[config.mk]
export PLATFORM = sky130hd
export DESIGN_NAME = l2_snoop_filter
export DESIGN_NICKNAME = d
export VERILOG_FILES = /design/src/rtl/l2sf_pkg.sv /design/src/rtl/l2sf_dir.sv /design/src/rtl/l2sf_intake.sv /design/src/rtl/l2sf_seq.sv /design/src/rtl/l2_snoop_filter.sv
export SDC_FILE = /design/constraint.sdc
export NUM_CORES = 1
export LEC_CHECK = 0
export ABC_CLOCK_PERIOD_IN_PS = 8750
export BUFFER_PORTS_ARGS = -buffer_cell sky130_fd_sc_hd__clkbuf_2
export CORE_MARGIN = 5
export CORE_UTILIZATION = 55
export DETAILED_ROUTE_END_ITERATION = 12
export GPL_TIMING_DRIVEN = 1
export PLACE_DENSITY_LB_ADDON = 0.08
export REMOVE_ABC_BUFFERS = 1
export SYNTH_ARGS = -nofsm -noshare
export SYNTH_HDL_FRONTEND = slang
export SYNTH_HIERARCHICAL = 1
export SYNTH_SLANG_ARGS = --single-unit
[constraint.sdc]
create_clock -name clk -period 8.75 [get_ports clk]
set_clock_uncertainty 0.05 [all_clocks]
set_input_delay 0.875 -clock clk [delete_from_list [all_inputs] [get_ports clk]]
set_output_delay 0.875 -clock clk [all_outputs]
set_load 0.01 [all_outputs]
[src/rtl/l2sf_pkg.sv]
package l2sf_pkg;
  typedef enum logic [1:0] {
    ST_I = 2'd0,
    ST_S = 2'd1,
    ST_E = 2'd2,
    ST_M = 2'd3
  } cstate_e;

  typedef enum logic [1:0] {
    UP_FILL  = 2'd0,
    UP_WRHIT = 2'd1,
    UP_EVICT = 2'd2,
    UP_NONE  = 2'd3
  } upop_e;

  typedef enum logic [2:0] {
    SQ_IDLE = 3'd0,
    SQ_DN   = 3'd1,
    SQ_RT   = 3'd2,
    SQ_FL   = 3'd3,
    SQ_WR   = 3'd4
  } seq_e;
endpackage

[src/rtl/l2sf_dir.sv]
module l2sf_dir
  import l2sf_pkg::*;
#(
  parameter int SETS   = 8,
  parameter int TAG_W  = 9,
  parameter int LINE_W = 32,
  localparam int SET_W = $clog2(SETS)
) (
  input  logic              clk,
  input  logic              rst_n,
  input  logic [SET_W-1:0]  rd_set,
  output cstate_e           rd_st,
  output logic              rd_inl1,
  output logic              rd_mbs,
  output logic [TAG_W-1:0]  rd_tag,
  output logic [LINE_W-1:0] rd_dat,
  input  logic              wr_en,
  input  logic [SET_W-1:0]  wr_set,
  input  cstate_e           wr_st,
  input  logic              wr_inl1,
  input  logic              wr_mbs,
  input  logic [TAG_W-1:0]  wr_tag,
  input  logic [LINE_W-1:0] wr_dat
);
  cstate_e           st_q   [SETS];
  logic              inl1_q [SETS];
  logic              mbs_q  [SETS];
  logic [TAG_W-1:0]  tag_q  [SETS];
  logic [LINE_W-1:0] dat_q  [SETS];

  for (genvar g = 0; g < SETS; g++) begin : g_set
    logic hit_wr;
    assign hit_wr = wr_en && (wr_set == SET_W'(g));

    always_ff @(posedge clk) begin
      if (!rst_n) begin
        st_q[g]   <= ST_I;
        inl1_q[g] <= 1'b0;
        mbs_q[g]  <= 1'b0;
      end else if (hit_wr) begin
        st_q[g]   <= wr_st;
        inl1_q[g] <= wr_inl1;
        mbs_q[g]  <= wr_mbs;
      end
    end

    always_ff @(posedge clk) begin
      if (hit_wr) begin
        tag_q[g] <= wr_tag;
        dat_q[g] <= wr_dat;
      end
    end
  end

  assign rd_st   = st_q[rd_set];
  assign rd_inl1 = inl1_q[rd_set];
  assign rd_mbs  = mbs_q[rd_set];
  assign rd_tag  = tag_q[rd_set];
  assign rd_dat  = dat_q[rd_set];

  // a stale line is always owned in L2 and held by L1
  a_r5_stale_is_owned: assert property (@(posedge clk) disable iff (!rst_n)
    (wr_en && wr_mbs) |-> (wr_st == ST_M && wr_inl1));

  // a line marked as held by L1 is never invalid in L2 (inclusion)
  a_r2_inclusion: assert property (@(posedge clk) disable iff (!rst_n)
    (wr_en && wr_inl1) |-> (wr_st != ST_I));
endmodule

[src/rtl/l2sf_intake.sv]
module l2sf_intake
  import l2sf_pkg::*;
#(
  parameter int ADDR_W = 12,
  parameter int LINE_W = 32
) (
  input  logic              clk,
  input  logic              rst_n,
  input  logic              snp_valid,
  output logic              snp_ready,
  input  logic              snp_rdx,
  input  logic [ADDR_W-1:0] snp_addr,
  input  logic              up_valid,
  output logic              up_ready,
  input  logic [1:0]        up_op,
  input  logic [ADDR_W-1:0] up_addr,
  input  logic              up_wr,
  input  logic              up_excl,
  input  logic              up_dirty,
  input  logic [LINE_W-1:0] up_data,
  input  logic              op_done,
  output logic              op_valid,
  output logic              op_snp,
  output logic              op_rdx,
  output upop_e             op_kind,
  output logic [ADDR_W-1:0] op_addr,
  output logic              op_wr,
  output logic              op_excl,
  output logic              op_dirty,
  output logic [LINE_W-1:0] op_data
);
  logic take_snp, take_up;

  assign snp_ready = !op_valid;
  assign up_ready  = !op_valid && !snp_valid;
  assign take_snp  = snp_valid && snp_ready;
  assign take_up   = up_valid && up_ready;

  always_ff @(posedge clk) begin
    if (!rst_n) begin
      op_valid <= 1'b0;
      op_snp   <= 1'b0;
      op_rdx   <= 1'b0;
      op_kind  <= UP_NONE;
      op_addr  <= '0;
      op_wr    <= 1'b0;
      op_excl  <= 1'b0;
      op_dirty <= 1'b0;
      op_data  <= '0;
    end else if (op_done) begin
      op_valid <= 1'b0;
    end else if (take_snp) begin
      op_valid <= 1'b1;
      op_snp   <= 1'b1;
      op_rdx   <= snp_rdx;
      op_kind  <= UP_NONE;
      op_addr  <= snp_addr;
      op_wr    <= 1'b0;
      op_excl  <= 1'b0;
      op_dirty <= 1'b0;
    end else if (take_up) begin
      op_valid <= 1'b1;
      op_snp   <= 1'b0;
      op_rdx   <= 1'b0;
      op_kind  <= upop_e'(up_op);
      op_addr  <= up_addr;
      op_wr    <= up_wr;
      op_excl  <= up_excl;
      op_dirty <= up_dirty;
      op_data  <= up_data;
    end
  end

  // with both requests offered to an idle block, the snoop is the one captured
  a_r11_snoop_first: assert property (@(posedge clk) disable iff (!rst_n)
    (!op_valid && snp_valid && up_valid) |=> (op_valid && op_snp));

  // no second operation is captured while one is pending
  a_r12_one_at_a_time: assert property (@(posedge clk) disable iff (!rst_n)
    (op_valid && !op_done) |=> (op_valid && $stable(op_addr)));
endmodule

[src/rtl/l2sf_seq.sv]
module l2sf_seq
  import l2sf_pkg::*;
#(
  parameter int SET_W  = 3,
  parameter int TAG_W  = 9,
  parameter int LINE_W = 32,
  localparam int ADDR_W = SET_W + TAG_W
) (
  input  logic              clk,
  input  logic              rst_n,
  input  logic              op_valid,
  input  logic              op_snp,
  input  logic              op_rdx,
  input  upop_e             op_kind,
  input  logic [ADDR_W-1:0] op_addr,
  input  logic              op_wr,
  input  logic              op_excl,
  input  logic              op_dirty,
  input  logic [LINE_W-1:0] op_data,
  output logic              op_done,
  output logic [SET_W-1:0]  rd_set,
  input  cstate_e           rd_st,
  input  logic              rd_inl1,
  input  logic              rd_mbs,
  input  logic [TAG_W-1:0]  rd_tag,
  input  logic [LINE_W-1:0] rd_dat,
  output logic              wr_en,
  output logic [SET_W-1:0]  wr_set,
  output cstate_e           wr_st,
  output logic              wr_inl1,
  output logic              wr_mbs,
  output logic [TAG_W-1:0]  wr_tag,
  output logic [LINE_W-1:0] wr_dat,
  output logic              dn_valid,
  input  logic              dn_ready,
  output logic [ADDR_W-1:0] dn_addr,
  output logic              dn_inv,
  output logic              dn_fetch,
  input  logic              rt_valid,
  output logic              rt_ready,
  input  logic [LINE_W-1:0] rt_data,
  output logic              fl_valid,
  input  logic              fl_ready,
  output logic [ADDR_W-1:0] fl_addr,
  output logic [LINE_W-1:0] fl_data
);
  seq_e sq;

  logic [SET_W-1:0] op_set;
  logic [TAG_W-1:0] op_tag;
  logic             hit;
  logic             owned;
  assign op_set = op_addr[SET_W-1:0];
  assign op_tag = op_addr[ADDR_W-1:SET_W];
  assign rd_set = op_set;
  assign hit    = (rd_st != ST_I) && (rd_tag == op_tag);
  assign owned  = (rd_st == ST_E) || (rd_st == ST_M);

  // plan of the current operation, decided from the looked-up line
  logic              ev_dn, ev_inv, ev_fetch, ev_fl;
  logic [ADDR_W-1:0] ev_addr;

  always_comb begin
    ev_dn    = 1'b0;
    ev_inv   = 1'b0;
    ev_fetch = 1'b0;
    ev_fl    = 1'b0;
    ev_addr  = op_addr;
    if (op_snp) begin
      if (hit) begin
        if (op_rdx) begin
          ev_dn    = rd_inl1;
          ev_inv   = 1'b1;
          ev_fetch = rd_inl1 && rd_mbs;
          ev_fl    = (rd_st == ST_M);
        end else if (owned) begin
          ev_dn    = rd_inl1;
          ev_inv   = 1'b0;
          ev_fetch = rd_inl1 && rd_mbs;
          ev_fl    = (rd_st == ST_M);
        end
      end
    end else if (op_kind == UP_FILL && !hit && rd_st != ST_I) begin
      ev_addr  = {rd_tag, op_set};
      ev_dn    = rd_inl1;
      ev_inv   = 1'b1;
      ev_fetch = rd_inl1 && rd_mbs;
      ev_fl    = (rd_st == ST_M);
    end
  end

  logic              hit_q, fl_q, fetch_q;
  cstate_e           e_st_q;
  logic              e_inl1_q, e_mbs_q;
  logic [TAG_W-1:0]  e_tag_q;
  logic [LINE_W-1:0] e_dat_q, buf_q;
  logic [ADDR_W-1:0] dn_addr_q, fl_addr_q;
  logic              dn_inv_q;

  always_ff @(posedge clk) begin
    if (!rst_n) begin
      sq        <= SQ_IDLE;
      hit_q     <= 1'b0;
      fl_q      <= 1'b0;
      fetch_q   <= 1'b0;
      dn_inv_q  <= 1'b0;
      dn_addr_q <= '0;
      fl_addr_q <= '0;
      e_st_q    <= ST_I;
      e_inl1_q  <= 1'b0;
      e_mbs_q   <= 1'b0;
      e_tag_q   <= '0;
      e_dat_q   <= '0;
      buf_q     <= '0;
    end else begin
      unique case (sq)
        SQ_IDLE: if (op_valid) begin
          hit_q     <= hit;
          fl_q      <= ev_fl;
          fetch_q   <= ev_fetch;
          dn_inv_q  <= ev_inv;
          dn_addr_q <= ev_addr;
          fl_addr_q <= ev_addr;
          e_st_q    <= rd_st;
          e_inl1_q  <= rd_inl1;
          e_mbs_q   <= rd_mbs;
          e_tag_q   <= rd_tag;
          e_dat_q   <= rd_dat;
          if (ev_dn)      sq <= SQ_DN;
          else if (ev_fl) sq <= SQ_FL;
          else            sq <= SQ_WR;
        end
        SQ_DN: if (dn_ready) begin
          if (fetch_q)   sq <= SQ_RT;
          else if (fl_q) sq <= SQ_FL;
          else           sq <= SQ_WR;
        end
        SQ_RT: if (rt_valid) begin
          buf_q <= rt_data;
          sq    <= fl_q ? SQ_FL : SQ_WR;
        end
        SQ_FL: if (fl_ready) sq <= SQ_WR;
        SQ_WR: sq <= SQ_IDLE;
        default: sq <= SQ_IDLE;
      endcase
    end
  end

  assign dn_valid = (sq == SQ_DN);
  assign dn_addr  = dn_addr_q;
  assign dn_inv   = dn_inv_q;
  assign dn_fetch = fetch_q;
  assign rt_ready = (sq == SQ_RT);
  assign fl_valid = (sq == SQ_FL);
  assign fl_addr  = fl_addr_q;
  assign fl_data  = fetch_q ? buf_q : e_dat_q;
  assign op_done  = (sq == SQ_WR);

  // final line contents once every transfer has completed
  logic upd;
  always_comb begin
    upd     = 1'b0;
    wr_st   = e_st_q;
    wr_inl1 = e_inl1_q;
    wr_mbs  = e_mbs_q;
    wr_tag  = e_tag_q;
    wr_dat  = e_dat_q;
    if (op_snp) begin
      upd = hit_q;
      if (op_rdx) begin
        wr_st   = ST_I;
        wr_inl1 = 1'b0;
        wr_mbs  = 1'b0;
      end else begin
        if (e_st_q == ST_E || e_st_q == ST_M) wr_st = ST_S;
        wr_mbs = 1'b0;
        if (fetch_q) wr_dat = buf_q;
      end
    end else begin
      unique case (op_kind)
        UP_FILL: begin
          upd     = 1'b1;
          wr_inl1 = 1'b1;
          if (hit_q) begin
            if (op_wr) wr_st = ST_M;
          end else begin
            wr_tag = op_tag;
            wr_dat = op_data;
            wr_mbs = 1'b0;
            wr_st  = op_wr ? ST_M : (op_excl ? ST_E : ST_S);
          end
        end
        UP_WRHIT: begin
          if (hit_q && e_inl1_q && (e_st_q == ST_E || e_st_q == ST_M)) begin
            upd    = 1'b1;
            wr_st  = ST_M;
            wr_mbs = 1'b1;
          end
        end
        UP_EVICT: begin
          if (hit_q) begin
            upd     = 1'b1;
            wr_inl1 = 1'b0;
            if (op_dirty) begin
              wr_mbs = 1'b0;
              wr_dat = op_data;
            end
          end
        end
        default: ;
      endcase
    end
  end

  assign wr_en  = (sq == SQ_WR) && upd;
  assign wr_set = op_set;

  // an offered L1 command holds until taken
  a_r12_dn_hold: assert property (@(posedge clk) disable iff (!rst_n)
    (dn_valid && !dn_ready) |=> (dn_valid && $stable(dn_addr) && $stable(dn_inv) && $stable(dn_fetch)));

  // an offered flush holds until taken
  a_r12_fl_hold: assert property (@(posedge clk) disable iff (!rst_n)
    (fl_valid && !fl_ready) |=> (fl_valid && $stable(fl_addr) && $stable(fl_data)));

  // a snoop that misses produces no L1 command and no flush
  a_r4_miss_quiet: assert property (@(posedge clk) disable iff (!rst_n)
    (sq == SQ_IDLE && op_valid && op_snp && !hit) |=> (!dn_valid && !fl_valid));

  // returned data is only accepted after a fetching command was taken
  a_r6_fetch_order: assert property (@(posedge clk) disable iff (!rst_n)
    $rose(rt_ready) |-> ($past(dn_valid) && $past(dn_ready) && dn_fetch));
endmodule

[src/rtl/l2_snoop_filter.sv]
module l2_snoop_filter
  import l2sf_pkg::*;
#(
  parameter int SETS   = 8,
  parameter int ADDR_W = 12,
  parameter int LINE_W = 32,
  localparam int SET_W = $clog2(SETS),
  localparam int TAG_W = ADDR_W - SET_W
) (
  input  logic              clk,
  input  logic              rst_n,
  input  logic              up_valid,
  output logic              up_ready,
  input  logic [1:0]        up_op,
  input  logic [ADDR_W-1:0] up_addr,
  input  logic              up_wr,
  input  logic              up_excl,
  input  logic              up_dirty,
  input  logic [LINE_W-1:0] up_data,
  input  logic              snp_valid,
  output logic              snp_ready,
  input  logic              snp_rdx,
  input  logic [ADDR_W-1:0] snp_addr,
  output logic              dn_valid,
  input  logic              dn_ready,
  output logic [ADDR_W-1:0] dn_addr,
  output logic              dn_inv,
  output logic              dn_fetch,
  input  logic              rt_valid,
  output logic              rt_ready,
  input  logic [LINE_W-1:0] rt_data,
  output logic              fl_valid,
  input  logic              fl_ready,
  output logic [ADDR_W-1:0] fl_addr,
  output logic [LINE_W-1:0] fl_data
);
  logic              op_valid, op_snp, op_rdx, op_wr, op_excl, op_dirty, op_done;
  upop_e             op_kind;
  logic [ADDR_W-1:0] op_addr;
  logic [LINE_W-1:0] op_data;

  logic [SET_W-1:0]  rd_set, wr_set;
  cstate_e           rd_st, wr_st;
  logic              rd_inl1, rd_mbs, wr_en, wr_inl1, wr_mbs;
  logic [TAG_W-1:0]  rd_tag, wr_tag;
  logic [LINE_W-1:0] rd_dat, wr_dat;

  l2sf_intake #(.ADDR_W(ADDR_W), .LINE_W(LINE_W)) u_intake (
    .clk, .rst_n,
    .snp_valid, .snp_ready, .snp_rdx, .snp_addr,
    .up_valid, .up_ready, .up_op, .up_addr, .up_wr, .up_excl, .up_dirty, .up_data,
    .op_done, .op_valid, .op_snp, .op_rdx, .op_kind, .op_addr,
    .op_wr, .op_excl, .op_dirty, .op_data
  );

  l2sf_dir #(.SETS(SETS), .TAG_W(TAG_W), .LINE_W(LINE_W)) u_dir (
    .clk, .rst_n,
    .rd_set, .rd_st, .rd_inl1, .rd_mbs, .rd_tag, .rd_dat,
    .wr_en, .wr_set, .wr_st, .wr_inl1, .wr_mbs, .wr_tag, .wr_dat
  );

  l2sf_seq #(.SET_W(SET_W), .TAG_W(TAG_W), .LINE_W(LINE_W)) u_seq (
    .clk, .rst_n,
    .op_valid, .op_snp, .op_rdx, .op_kind, .op_addr, .op_wr, .op_excl,
    .op_dirty, .op_data, .op_done,
    .rd_set, .rd_st, .rd_inl1, .rd_mbs, .rd_tag, .rd_dat,
    .wr_en, .wr_set, .wr_st, .wr_inl1, .wr_mbs, .wr_tag, .wr_dat,
    .dn_valid, .dn_ready, .dn_addr, .dn_inv, .dn_fetch,
    .rt_valid, .rt_ready, .rt_data,
    .fl_valid, .fl_ready, .fl_addr, .fl_data
  );
endmodule

# == Yosys cells after proc, flatten, opt, wreduce, memory -nomap -nowiden ==
# Memory sizes are Yosys's and may differ from the RTL's. A register that Yosys moved wholly into a read port is not among the register bits.
# Index checks and enable logic that the tools add are counted.
# totals
reg_bits,116
output_inout_bits,63
word_cells,308
inputBits,101
mem_count,5
mem_bits_rw,360
# op_classes
bitwise_logic,27
n_reduce_logical,49
mux,185
n_eq_ne,22
# mem_list
name,words,width,read_ports,rd_clocked_by_memory_dff,wr,line_no,text
u_dir.dat_q,8,32,1,1,1,l2sf_dir.sv:29,logic [LINE_W-1:0] dat_q [SETS];
u_dir.tag_q,8,9,1,1,1,l2sf_dir.sv:28,logic [TAG_W-1:0] tag_q [SETS];
u_dir.st_q,8,2,1,1,8,l2sf_dir.sv:25,cstate_e st_q [SETS];
u_dir.inl1_q,8,1,1,1,8,l2sf_dir.sv:26,logic inl1_q [SETS];
u_dir.mbs_q,8,1,1,1,8,l2sf_dir.sv:27,logic mbs_q [SETS];
# ops
operator,n
32-bit 2-to-1 mux,13
32-bit OR reduction,7
1-bit 2-to-1 mux,104
3-bit 2-to-1 mux,30
9-bit 2-to-1 mux,10
32-bit case mux with 2 select lines,1
9-bit OR reduction,7
12-bit 2-to-1 mux,4
2-bit 2-to-1 mux,18
1-bit OR,24
1-bit logical AND,18
"3-bit == test, second input constant",5
"3-bit by 2-bit == test with 1-bit output, second input constant",4
3-bit case mux with 4 select lines,1
"2-bit == test, second input constant",5
9-bit == test,1
"3-bit by 1-bit == test with 1-bit output, second input constant",2
3-bit zero test,2
1-bit case mux with 3 select lines,2
2-bit AND reduction,3
1-bit zero test,4
"2-bit by 1-bit != test with 1-bit output, second input constant",2
"2-bit != test, second input constant",2
2-bit case mux with 2 select lines,1
other kinds (9),13

# == Longest topological paths before layout ==
# logic_depth
word_depth,18
depth_mapped,11

# == Hierarchy ==
# The synthesis kept the hierarchy.
# modules_own_cells
mod,n_inst,cells_per_inst,area_each_um2
l2sf_dir,1,593,14192.4
l2sf_seq,1,641,5341.4
l2sf_intake,1,233,2137.0

# == Worst setup path before layout ==
# Ideal clock, no wire load.
# synth_timing
path_type,register to register
from,reg u_seq.sq[0]
to,"mem u_dir.dat_q[0][0], enable pin"
arrival_time_ns,3.744
period_less_slack_ns,4.233
path_slack_ns,4.517
t_required_ns,8.261
n_path_buf,2
path_stages_with_launch,7
setup_ns,0.439
path_cell_list,dfxtp_1 -> buf_2 -> nor3b_1 -> a21boi_0 -> or3b_2 -> clkbuf_1 -> nor2_1
# synth_rtl
item,line_no,text
"start, declared",l2sf_seq.sv:47,seq_e sq;
"start signal, assigned",l2sf_seq.sv:140,sq <= fl_q ? SQ_FL : SQ_WR;
3-bit == test,--,
named net op_done,l2_snoop_filter.sv:37,"logic op_valid, op_snp, op_rdx, op_wr, op_excl, op_dirty, op_done;"
1-bit logical AND,l2sf_seq.sv:215,assign wr_en = (sq == SQ_WR) && upd;
named net wr_en,l2_snoop_filter.sv:44,"logic rd_inl1, rd_mbs, wr_en, wr_inl1, wr_mbs;"
1-bit logical AND,l2sf_dir.sv:33,assign hit_wr = wr_en && (wr_set == SET_W'(g));
named net u_dir.g_set[0].hit_wr,l2sf_dir.sv:32,logic hit_wr;
1-bit 2-to-1 mux,l2sf_dir.sv:48,if (hit_wr) begin
1-bit 2-to-1 mux (not written as such),l2sf_dir.sv:50,dat_q[g] <= wr_dat;
1-bit 2-to-1 mux (no source line) (7 in a row),--,
"end, declared",l2sf_dir.sv:29,
# The timed path passes the listed nets, and every way through them passes these cells.

# == Final worst setup path ==
# layout_timing
from,reg u_seq.sq[0]
to,"mem u_dir.tag_q[1][8], enable pin"
# layout_between
elab_chain_cells,13
# layout_rtl
item,line_no,text
3-bit == test *,--,
named net op_done,l2_snoop_filter.sv:37,
1-bit logical AND *,l2sf_seq.sv:215,
named net wr_en,l2_snoop_filter.sv:44,
1-bit logical AND *,l2sf_dir.sv:33,
named net u_dir.g_set[1].hit_wr,l2sf_dir.sv:32,
1-bit 2-to-1 mux *,l2sf_dir.sv:48,
1-bit 2-to-1 mux (not written as such) *,l2sf_dir.sv:49,tag_q[g] <= wr_tag;
9-bit OR reduction (no source line),--,
3-bit 2-to-1 mux (no source line) or 1-bit 2-to-1 mux (tied branches) (7 in a row),--,
"end, declared",l2sf_dir.sv:28,
# The timed path passes the listed nets; every way through them passes the cells marked *.

==> flow_summary.yaml <==
global_route:
  grt_pass1_vias: 12600
  grt-ovfl-total: 0
  grt_pass1_wl_um: 74400
  antenna_found_initial: 1
  grt_usage_pct: 22.0
  grt_start_max_net_pins: 96
floorplan:
  rows: 72
  core_um2: 38800
  die_h_um: 208
  die_w_um: 208
  pin_count: 164
  dieArea_um2: 43500
  start_util_pct: 55.8
sta:
  finalCritPeriodShare_pct: 42.3
  setup_viol: 0
  maxSlewViolCount: 0
  finalHoldViolations: 0
  finalSetupTns_ns: 0
  rsz0062_at_grt: "no"
  tightest_slew_ns: 1.08
  timing.final.ws_setup_ns: 5.05
  clock.fmax_ghz: 0.270
  min_period_ns: 3.70
  slew_headroom_pct: 27.6
clock_tree:
  post-cts-setup-buffers: 0
  cts_tree: "yes"
  ctsHtreeMaxLevel: 2
  cts_hold_buf: 0
  clock_latency_ns: 0.58
  cts_made_buffers: 51
  cts_resized: 0
  clk_pin_slew_ns: 0.06
  cts.sinks: 508
  cts-root-buf: "clkbuf_16"
  clk_path_buf_depth: 3
worst_setup_path:
  rr_worst_depth: 5
  end_kind: "flip-flop"
  reg2reg_to: "u_dir/tag_q[1][8]"
  cp.required_ns: 8.90
  crit_path_start_kind: "flip-flop"
  max_stage_delay_ns: 0.82
  crit_slowest_cell: "nor3b_1"
  reg2reg_slack_ns: 5.05
  worst_r2r_startpoint: "u_seq/sq[0]"
  path_class: "flip-flop to flip-flop"
  crit_chain: "nor3b_1, a21boi_0, nand3b_1, nor2_4, buf_4"
  cp.arrival_ns: 3.84
  cp_max_fo: 41
final_layout:
  register_area_um2: 13800
  antennaDiodeCount: 0
  multi_input_area_um2: 7240
  drive_above_1_share_pct: 23.1
  fillers: 2867
  design_area_um2: 24300
  nets: 1683
  syn_to_final_growth_pct: 12.3
  fin_util_pct: 62.7
synthesis:
  synth_edf_count: 358
  synth.yosys.seq_area_share_pct: 63.5
  synth_top_area_share_pct: 49.6
  synthArstFlopShare_pct: 0
  synth_area_um2: 21700
  ys_types: 55
  yosys_warnings: 6
  synth-main-ff-cell: "edfxtp_1"
  synthTopCellsByArea: "edfxtp_1, dfxtp_1, mux4_1, mux2_2, nand2_1"
  yosys_register_bits: 508
  synthCells: 1467
  synth.most_common_cell: "edfxtp_1"
  synth_largest_area_cell: "edfxtp_1"
  synth_common_cells: "edfxtp_1, nand2_1, dfxtp_1"
  synth_area_per_cell_um2: 14.8
power_and_ir_drop:
  power.total_uw: 5350
  power.leakage_uw: 0.00859
  ir_drop_mv: 0.149
  p_per_area_nw_per_um2: 220
outcome:
  status: "complete, no violations"
placed_design:
  dpl_worst_slack_ns: 5.08
  placedInstanceArea_um2: 22700
  portBuffers: 163
  gp_congestion: 0.792
  dp_hpwl_um: 27000
worst_hold_path:
  min_delay_worst_endpoint: "u_seq/buf_q[31]"
  hold_depth: 2
  min_from: "u_seq/buf_q[31]"
  hp-class: "flip-flop to flip-flop"
drt:
  first_pass_iters: 7
  drc: 0
  routed_wl_um: 48500
  initialDrtViolationCount: 1026
  vias: 12600
  ant_nets: 0
  wl_per_cell_um: 22.7
  routed_via_density: 5.88
job:
  cap_violations: 0
cell families (layout without fill, tap and decap cells):
kind of cell    count (synthesis)  count (layout)  synth area share (%)
compound gates                229             229                  8.08
xor+xnor                        9               9                 0.364
buf+inv                       131             287                  3.52
flops                         508             508                  63.5
mux                           201             201                  16.5
simple gates                  389             389                  8.03
power breakdown:
part           switching (µW)  internal (µW)  total (µW)
Combinational             263            215         477
Sequential               55.4           2640        2690
Clock                     882           1300        2180
Total                    1200           4150        5350
sequential cells by signal, summed over array words and instances, names as in the netlist, 12 cells and up:
name	cells
u_intake/op_data	32
u_seq/e_dat_q	32
u_dir/dat_q	256
u_intake/op_addr	12
u_dir/st_q	16
u_seq/buf_q	32
u_seq/fl_addr	12
u_dir/tag_q	72
cell usage in the layout, fill, tap and decap left out, types with 20 or more instances in the layout:
cell,n
edfxtp_1,358
nand2_1,245
clkbuf_2,162
dfxtp_1,146
mux4_1,90
mux2_2,88
a21boi_0,83
clkbuf_16,53
a21boi_1,36
nor2b_1,36
nor3_1,34
o21ai_0,31
a221o_1,31
mux2i_1,23
buf_4,20
metal layers:
metal  global-route usage (%)  routed length (µm)  up-vias
met1                     31.4               21600     6306
met4                     6.66                1220        0
met5                        0                   0        -
met3                     3.25                2610       69
met2                     35.5               23100      381
li1                         -                   -     5830
worst max-delay path, delay by kind of cell (launching register included):
kind / cells / cell delay (ns)
flops: 1 / 0.41
simple gates: 3 / 1.57
buf+inv: 1 / 0.61
compound gates: 1 / 0.63
through the flow:
step	instances	hold WS (ns)
after floorplan	1347	0.382
after global placement	2047	0.392
after detailed placement	2047	0.393
after CTS	2141	0.402
after global routing	2141	0.418
final	2141	0.401
cell type report:
| cell class | count | area share [%] |
|---|---|---|
| clock buffer | 72 | 5.95 |
| clock inverter | 22 | 1.02 |
| inverter | 11 | 0.170 |
| multi-input combinational | 828 | 29.7 |
| sequential | 508 | 56.5 |
| tap | 518 | 2.66 |
| timing repair buffer | 182 | 3.95 |
worst max-delay path by stage:
stage | slack, ns | to | start
after floorplan | 1.62 | u_dir/st_q[4][0] | u_intake/op_addr[2]
after global placement | 5.20 | u_dir/dat_q[5][29] | u_seq/sq[0]
after detailed placement | 5.08 | u_dir/dat_q[5][29] | u_seq/sq[0]
after CTS | 5.04 | u_dir/tag_q[5][8] | u_seq/sq[0]
after global routing | 4.79 | u_dir/tag_q[5][8] | u_seq/sq[0]
final | 5.05 | u_dir/tag_q[1][8] | u_seq/sq[0]
No activity file was read; power rests on OpenSTA's default activity.
